$ cat src/rtl/pxd_pkg.sv
package pxd_pkg;

   typedef enum logic {
      DIR_UP   = 1'b0,
      DIR_DOWN = 1'b1
   } dir_e;

   // index of the channel a sequence begins on
   function automatic int first_channel(input dir_e d, input int n_ch);
      return (d == DIR_DOWN) ? (n_ch - 1) : 0;
   endfunction

endpackage

$ cat src/rtl/pxd_sampler.sv
module pxd_sampler
   import pxd_pkg::*;
#(
   parameter int DATA_W      = 12,
   parameter int SYNC_STAGES = 2
) (
   input  logic              clk,
   input  logic              rst,
   input  logic              pix_clk,
   input  logic [DATA_W-1:0] pix_data,
   input  logic              start,
   input  logic              dir,
   input  logic              edge_sel,
   input  logic              xfer,
   input  logic              inv,
   input  logic              stby,
   output logic [DATA_W-1:0] data_s,
   output logic              start_s,
   output logic              dir_s,
   output logic              edge_s,
   output logic              xfer_s,
   output logic              inv_s,
   output logic              stby_s,
   output logic              rise,
   output logic              fall
);

   localparam int B_PCLK  = DATA_W;
   localparam int B_START = DATA_W + 1;
   localparam int B_DIR   = DATA_W + 2;
   localparam int B_EDGE  = DATA_W + 3;
   localparam int B_XFER  = DATA_W + 4;
   localparam int B_INV   = DATA_W + 5;
   localparam int B_STBY  = DATA_W + 6;
   localparam int VW      = DATA_W + 7;

   logic [VW-1:0] raw;
   logic [VW-1:0] stg [SYNC_STAGES];
   logic [VW-1:0] tail;
   logic          pclk_q;

   assign raw = {stby, inv, xfer, edge_sel, dir, start, pix_clk, pix_data};

   // every input travels through the same chain so all stay aligned
   always_ff @(posedge clk) begin
      if (rst) begin
         for (int i = 0; i < SYNC_STAGES; i++) stg[i] <= '0;
         pclk_q <= 1'b0;
      end else begin
         stg[0] <= raw;
         for (int i = 1; i < SYNC_STAGES; i++) stg[i] <= stg[i-1];
         pclk_q <= stg[SYNC_STAGES-1][B_PCLK];
      end
   end

   assign tail    = stg[SYNC_STAGES-1];
   assign data_s  = tail[DATA_W-1:0];
   assign start_s = tail[B_START];
   assign dir_s   = tail[B_DIR];
   assign edge_s  = tail[B_EDGE];
   assign xfer_s  = tail[B_XFER];
   assign inv_s   = tail[B_INV];
   assign stby_s  = tail[B_STBY];
   assign rise    = tail[B_PCLK] & ~pclk_q;
   assign fall    = ~tail[B_PCLK] & pclk_q;

   // an edge pulse lasts one cycle, since the history register follows the sample
   a_r2_rise_single: assert property (@(posedge clk) disable iff (rst)
      rise |=> !rise);
   a_r2_fall_single: assert property (@(posedge clk) disable iff (rst)
      fall |=> !fall);

endmodule

$ cat src/rtl/pxd_ctrl.sv
module pxd_ctrl
   import pxd_pkg::*;
#(
   parameter int NUM_CH = 6
) (
   input  logic              clk,
   input  logic              rst,
   input  logic              rise,
   input  logic              fall,
   input  logic              edge_s,
   input  logic              start_s,
   input  logic              dir_s,
   input  logic              stby_s,
   output logic [NUM_CH-1:0] ld_en,
   output logic              done
);

   localparam int             IW    = (NUM_CH > 1) ? $clog2(NUM_CH) : 1;
   localparam int             CW    = $clog2(NUM_CH + 1);
   localparam logic [CW-1:0]  FULL  = CW'(NUM_CH);
   localparam logic [IW-1:0]  IDX_U = IW'(first_channel(DIR_UP, NUM_CH));
   localparam logic [IW-1:0]  IDX_D = IW'(first_channel(DIR_DOWN, NUM_CH));

   logic          hist_r, hist_f;
   logic          busy;
   dir_e          dir_q, cur_dir;
   logic [IW-1:0] ptr, cur_idx;
   logic [CW-1:0] cnt, cnt_nxt;
   logic          act, begin_seq, step, ld_any;

   always_comb begin
      act       = !stby_s && (edge_s ? rise : fall);
      begin_seq = act && (edge_s ? hist_r : hist_f);
      step      = act && busy && !begin_seq;
      ld_any    = begin_seq || step;
      cur_dir   = begin_seq ? dir_e'(dir_s) : dir_q;
      if (begin_seq) cur_idx = (dir_e'(dir_s) == DIR_DOWN) ? IDX_D : IDX_U;
      else           cur_idx = ptr;
      cnt_nxt   = begin_seq ? CW'(1) : (cnt + CW'(1));
      ld_en     = ld_any ? (NUM_CH'(1) << cur_idx) : '0;
   end

   always_ff @(posedge clk) begin
      if (rst) begin
         hist_r <= 1'b0;
         hist_f <= 1'b0;
         busy   <= 1'b0;
         dir_q  <= DIR_UP;
         ptr    <= '0;
         cnt    <= '0;
         done   <= 1'b0;
      end else begin
         done <= 1'b0;
         if (!stby_s) begin
            if (rise) hist_r <= start_s;
            if (fall) hist_f <= start_s;
         end
         if (ld_any) begin
            dir_q <= cur_dir;
            ptr   <= (cur_dir == DIR_DOWN) ? (cur_idx - IW'(1)) : (cur_idx + IW'(1));
            cnt   <= cnt_nxt;
            busy  <= (cnt_nxt != FULL);
            done  <= (cnt_nxt == FULL);
         end
      end
   end

   // the counter of loaded codes never passes the channel count
   a_r5_count_in_range: assert property (@(posedge clk) disable iff (rst)
      cnt <= FULL);
   // at most one channel takes a code per cycle
   a_r5_single_load: assert property (@(posedge clk) disable iff (rst)
      $onehot0(ld_en));
   // completion pulse is one cycle wide
   a_r8_done_one_cycle: assert property (@(posedge clk) disable iff (rst)
      done |=> !done);
   // strobe history is frozen in standby
   a_r9_hist_frozen: assert property (@(posedge clk) disable iff (rst)
      stby_s |=> ($stable(hist_r) && $stable(hist_f)));

endmodule

$ cat src/rtl/pxd_xfer.sv
module pxd_xfer (
   input  logic clk,
   input  logic rst,
   input  logic rise,
   input  logic fall,
   input  logic xfer_s,
   input  logic inv_s,
   input  logic stby_s,
   output logic fire,
   output logic inv_o
);

   logic pend;

   assign fire = fall && pend && !stby_s;

   always_ff @(posedge clk) begin
      if (rst) begin
         pend  <= 1'b0;
         inv_o <= 1'b0;
      end else if (!stby_s) begin
         if (rise && xfer_s) pend <= 1'b1;
         else if (fall)      pend <= 1'b0;
         if (fire)           inv_o <= inv_s;
      end
   end

   // a pending request is consumed by the falling edge that follows it
   a_r6_pend_consumed: assert property (@(posedge clk) disable iff (rst)
      fire |=> !pend);

endmodule

$ cat src/rtl/pxd_chan.sv
module pxd_chan #(
   parameter int DATA_W = 12
) (
   input  logic              clk,
   input  logic              rst,
   input  logic              ld,
   input  logic              xfer,
   input  logic [DATA_W-1:0] din,
   output logic [DATA_W-1:0] q
);

   logic [DATA_W-1:0] hold_q;

   // on a simultaneous load and transfer the output takes the older code
   always_ff @(posedge clk) begin
      if (rst) begin
         hold_q <= '0;
         q      <= '0;
      end else begin
         if (ld)   hold_q <= din;
         if (xfer) q      <= hold_q;
      end
   end

endmodule

$ cat src/rtl/pix_decimator.sv
module pix_decimator
   import pxd_pkg::*;
#(
   parameter int DATA_W      = 12,
   parameter int NUM_CH      = 6,
   parameter int SYNC_STAGES = 2
) (
   input  logic                     clk,
   input  logic                     rst,
   input  logic                     pix_clk,
   input  logic [DATA_W-1:0]        pix_data,
   input  logic                     seq_start,
   input  logic                     load_dir,
   input  logic                     edge_sel,
   input  logic                     xfer_req,
   input  logic                     inv_req,
   input  logic                     standby,
   output logic [NUM_CH*DATA_W-1:0] ch_codes,
   output logic                     inv_out,
   output logic                     seq_done
);

   generate
      if (DATA_W < 1) begin : g_bad_width
         $error("pix_decimator: DATA_W must be at least 1");
      end
      if (NUM_CH < 2) begin : g_bad_channels
         $error("pix_decimator: NUM_CH must be at least 2");
      end
      if (SYNC_STAGES < 2) begin : g_bad_sync
         $error("pix_decimator: SYNC_STAGES must be at least 2");
      end
   endgenerate

   logic [DATA_W-1:0] data_s;
   logic              start_s, dir_s, edge_s, xfer_s, inv_s, stby_s;
   logic              rise, fall;
   logic [NUM_CH-1:0] ld_en;
   logic              fire;

   pxd_sampler #(
      .DATA_W      (DATA_W),
      .SYNC_STAGES (SYNC_STAGES)
   ) u_sampler (
      .clk      (clk),
      .rst      (rst),
      .pix_clk  (pix_clk),
      .pix_data (pix_data),
      .start    (seq_start),
      .dir      (load_dir),
      .edge_sel (edge_sel),
      .xfer     (xfer_req),
      .inv      (inv_req),
      .stby     (standby),
      .data_s   (data_s),
      .start_s  (start_s),
      .dir_s    (dir_s),
      .edge_s   (edge_s),
      .xfer_s   (xfer_s),
      .inv_s    (inv_s),
      .stby_s   (stby_s),
      .rise     (rise),
      .fall     (fall)
   );

   pxd_ctrl #(
      .NUM_CH (NUM_CH)
   ) u_ctrl (
      .clk     (clk),
      .rst     (rst),
      .rise    (rise),
      .fall    (fall),
      .edge_s  (edge_s),
      .start_s (start_s),
      .dir_s   (dir_s),
      .stby_s  (stby_s),
      .ld_en   (ld_en),
      .done    (seq_done)
   );

   pxd_xfer u_xfer (
      .clk    (clk),
      .rst    (rst),
      .rise   (rise),
      .fall   (fall),
      .xfer_s (xfer_s),
      .inv_s  (inv_s),
      .stby_s (stby_s),
      .fire   (fire),
      .inv_o  (inv_out)
   );

   generate
      for (genvar c = 0; c < NUM_CH; c++) begin : g_chan
         pxd_chan #(
            .DATA_W (DATA_W)
         ) u_chan (
            .clk  (clk),
            .rst  (rst),
            .ld   (ld_en[c]),
            .xfer (fire),
            .din  (data_s),
            .q    (ch_codes[c*DATA_W +: DATA_W])
         );
      end
   endgenerate

   // outputs move only right after a falling pixel edge
   a_r6_out_after_fall: assert property (@(posedge clk) disable iff (rst)
      !$stable(ch_codes) |-> $past(fall));
   // polarity moves only right after a falling pixel edge
   a_r7_inv_after_fall: assert property (@(posedge clk) disable iff (rst)
      !$stable(inv_out) |-> $past(fall));
   // standby freezes the outputs
   a_r9_standby_freeze: assert property (@(posedge clk) disable iff (rst)
      stby_s |=> ($stable(ch_codes) && $stable(inv_out)));
   // completion follows a pixel edge
   a_r8_done_after_edge: assert property (@(posedge clk) disable iff (rst)
      seq_done |-> $past(rise || fall));

endmodule

$ cat config.mk
export PLATFORM = sky130hd
export DESIGN_NAME = pix_decimator
export DESIGN_NICKNAME = d
export VERILOG_FILES = /design/src/rtl/pxd_pkg.sv /design/src/rtl/pxd_sampler.sv /design/src/rtl/pxd_ctrl.sv /design/src/rtl/pxd_xfer.sv /design/src/rtl/pxd_chan.sv /design/src/rtl/pix_decimator.sv
export SDC_FILE = /design/constraint.sdc
export NUM_CORES = 1
export LEC_CHECK = 0
export ABC_CLOCK_PERIOD_IN_PS = 1700
export BUFFER_PORTS_ARGS = -buffer_cell sky130_fd_sc_hd__buf_2
export CORE_MARGIN = 2
export CORE_UTILIZATION = 45
export CTS_BUF_LIST = sky130_fd_sc_hd__clkbuf_8
export CTS_CLUSTER_DIAMETER = 100
export DETAILED_ROUTE_END_ITERATION = 12
export PLACE_DENSITY = 0.67
export SLEW_MARGIN = 25
export SYNTH_ARGS = -nofsm -noshare
export SYNTH_HDL_FRONTEND = slang
export SYNTH_SLANG_ARGS = --single-unit
$ cat constraint.sdc
create_clock -name clk -period 1.7 [get_ports clk]
set_input_delay 0.17 -clock clk [delete_from_list [all_inputs] [get_ports clk]]
set_output_delay 0.17 -clock clk [all_outputs]
set_load 0.02 [all_outputs]
==> impl_metrics.csv <==
group,metric,value,unit
drt,vias,5249,
drt,wl,15.3,mm
yosys,muxShareOfSynthArea,10.5,%
cells_and_area,antenna_cells,0,
global_route,antenna_found_initial,0,
sta,max_freq,535,MHz
yosys,synth_xor_area_share,0.627,%
setup_path,r2r-start,"u_ctrl.hist_f$_SDFFE_PP0P_",
drt,drt_first_iter_violations,328,
clock_tree,clk_pin_slew_worst_paths,0.10,ns
drt,drc,0,
sta,hold_viol,0,
clock_tree,numCtsBuffers,17,
cells_and_area,multi_input_area,2910,um^2
yosys,ys_seq_area_share,56.2,%
global_route,grt_pass1_vias,5008,
drt,ant_nets,0,
die,coreArea,15200,um^2
hold_path,hp-class,"reg -> reg",
cells_and_area,mostFrequentLayoutCells,"dfxtp_1 (193), nand2_1 (151), buf_2 (93), a21oi_1 (79), mux2i_1 (72)",
die,initial_core_util,46.0,%
setup_path,path_cells,"or4b_4, a2111oi_4, buf_12, mux2i_1, nor2_1",
placed_design,place_inst,1004,
yosys,ys_types,40,
power_and_ir_drop,power.switching,1.79,mW
hold_path,hp-start,"u_sampler.stg[0][36]$_SDFF_PP0_",
power_and_ir_drop,combPwrFrac,3.1,%
cells_and_area,final_common_cell,"dfxtp_1",
setup_path,slowest_stage,"or4b_4",
sta,worst_slack,-0.170,ns
setup_path,cp_top_family,"simple AND/OR/NAND/NOR gates",
yosys,ys_top_cells_by_area,"dfxtp_1 (56%), mux2i_1 (10%), nand2_1 (8.1%), a21oi_1 (5.7%), nand2b_1 (3.7%)",
setup_path,worstSetupStartpointType,"flop",
clock_tree,cts_tree,"yes",
yosys,synth_top_family_by_area,"simple AND/OR/NAND/NOR gates",
sta,max-slew-margin-rel,69.4,%
yosys,synth_fp_nets,754,
setup_path,crit_required,2.07,ns
placed_design,gp_congestion,0.781,
yosys,syn_inst,732,
sta,worst_clock_skew,0.0116,ns
placed_design,dp_hpwl,10.5,mm
cells_and_area,syn_to_final_growth,23.6,%
clock_tree,clk_latency,0.47,ns
clock_tree,cts.path.max_buffers,2,
die,die_area,16500,um^2
cells_and_area,final_nets,880,
setup_path,path_buf_inv,1,
yosys,synth_fa_ha_area_share,0.179,%
sta,rsz0062_at_grt,"yes",
global_route,grt_usage,19.1,%
setup_path,cp-end-kind,"flop",
yosys,synth-seq-cells,196,
yosys,synth_compound_gate_area_share,8.69,%
yosys,synth_area_leader_cell,"dfxtp_1",
power_and_ir_drop,pwr-share-seq,60.1,%
sta,fin_setup_tns,-3.24,ns
yosys,synthSimpleGateAreaFrac,20.5,%
sta,fin_crit,1.87,ns
placed_design,io_buffers,94,
sta,tightestPinTransition,0.459,ns
global_route,grt_max_degree,56,
drt,viasPerCell,4.96,
power_and_ir_drop,power_density,899,nW/um^2
setup_path,cp.arrival,2.24,ns
power_and_ir_drop,swShare,23.0,%
power_and_ir_drop,peakVddDrop,0.493,mV
cells_and_area,register_area,3930,um^2
run_status,failed_checks,"negative setup slack",
die,rows,45,
setup_path,worstSetupPathType,"reg -> reg",
sta,fin_crit_sh,110,%
cells_and_area,fillers,1345,
clock_tree,clock_sinks,196,
yosys,netlist_area,6990,um^2
power_and_ir_drop,p_leak,3.49,nW
drt,firstDrtPassIters,5,
cells_and_area,drive_gt1_share,21.5,%
run_status,status,"finished with violations",
power_and_ir_drop,p_clk_share,36.7,%
setup_path,cpPeakStageDelay,0.59,ns
global_route,grt_pass1_wl,24.8,mm
setup_path,worstPathMaxFanout,12,
clock_tree,clock_tree.root_cell,"clkbuf_8",
global_route,gr-total-overflow,0,
clock_tree,cts_htree_levels,4,
die,die_h,129,um
flow_run,maxCapViolCount,0,
power_and_ir_drop,p_int,5.98,mW
yosys,synth.top_cell.area_share,56.2,%
sta,finalSetupViolCount,26,
yosys,yosysWarnings,0,
drt,wire_per_inst,14.4,um
sta,drv_slew,0,
cells_and_area,stdcell_count,1059,
die,ios,95,
die,die_w,129,um
setup_path,critPathLaunch,"u_ctrl.hist_f$_SDFFE_PP0P_",
yosys,avgSynthCellArea,9.54,um^2
worst paths after layout:
check                                                                to  slack, ns  depth (start not counted)
worst min register to register                u_xfer.inv_o$_SDFFE_PP0P_       0.44                          2
worst min-delay path                          u_xfer.inv_o$_SDFFE_PP0P_       0.44                          2
worst max-delay path            g_chan[2].u_chan.hold_q[8]$_SDFFE_PP0P_      -0.17                          5
worst max register to register  g_chan[2].u_chan.hold_q[8]$_SDFFE_PP0P_      -0.17                          5
through the flow:
step	worst slack, ns	total power [mW]	area [um^2]	util (%)	hold WS (ns)
floorplan	-0.145	4.88	7010	-	0.298
global placement	-0.0843	4.97	7970	52.4	0.379
detailed placement	-0.165	4.98	7970	52.4	0.382
CTS	-0.183	7.85	8590	56.5	0.397
global route	-0.232	8.09	8640	56.8	0.426
finish	-0.170	7.76	8640	56.8	0.438
kinds of logic after synthesis:
family | after synthesis
AND/OR/NAND/NOR | 305
flip-flops | 196
AO/OA/AOI/OAI | 97
multiplexers | 73
buffers and inverters | 55
XOR/XNOR | 5
adder cells (fa/ha/maj) | 1
flip-flops by register name (all words and copies together), names as in the netlist, 3 cells and up:
register,count
g_chan.u_chan.hold_q,72
g_chan.u_chan.q,72
u_sampler.stg,38
u_ctrl.cnt,3
u_ctrl.ptr,3
what timing repair did:
item                                   CTS  global route
buffers inserted                         2             0
hold buffers                            21             0
pin swaps                                3             1
endpoints found under the hold margin   21             0
resized for setup                        7             9
setup endpoints to repair               61            63
Yosys cell counts (all sizes together):
cell and instances:
nor4 1, and4 1, or4b 1, or3b 1, nor3 4, nor4bb 2
o211ai 1, nand2b 41, a32oi 1, xor2 1, a211oi 3, o32a 1
o21ai 2, dfxtp 196, o22ai 2, o32ai 1, xnor2 4, nor3b 3
clkbuf 40, nand4bb 2, nand3 1, mux2i 73, nand3b 2, a2111oi 3
a21oi 80, buf 10, a221oi 1, o2111ai 2, nor4b 2, nand2 151
nor2b 39, ha 1, inv 5, nor2 54
worst register-to-register path: stages (launching register included):
cell	delay, ns
dfxtp_2	0.33
or4b_4	0.59
a2111oi_4	0.38
buf_12	0.20
mux2i_1	0.21
nor2_1	0.06
power by group through the flow:
stage | logic (mW) | clock network (mW) | registers, mW
2_1_floorplan | 0.130 | 0 | 4.75
3_3_place_gp | 0.198 | 0 | 4.78
3_5_place_dp | 0.203 | 0 | 4.78
4_1_cts | 0.242 | 2.94 | 4.67
5_1_grt | 0.265 | 3.14 | 4.68
6_report | 0.243 | 2.85 | 4.67
metal layers:
layer	part of all wire, %	global-route usage (%)
met5	0	0
met3	3.7	3.95
met2	48	30.9
met1	46	25.0
met4	2.2	8.31
final cells by class:
type | count | area share, %
clock inverter | 14 | 1.45
inverter | 5 | 0.217
timing repair buffer | 157 | 13.6
multi-input combinational | 481 | 33.7
tap | 188 | 2.72
clock buffer | 18 | 2.87
sequential | 196 | 45.5
Note: power is estimated with default switching activity, not from simulation.
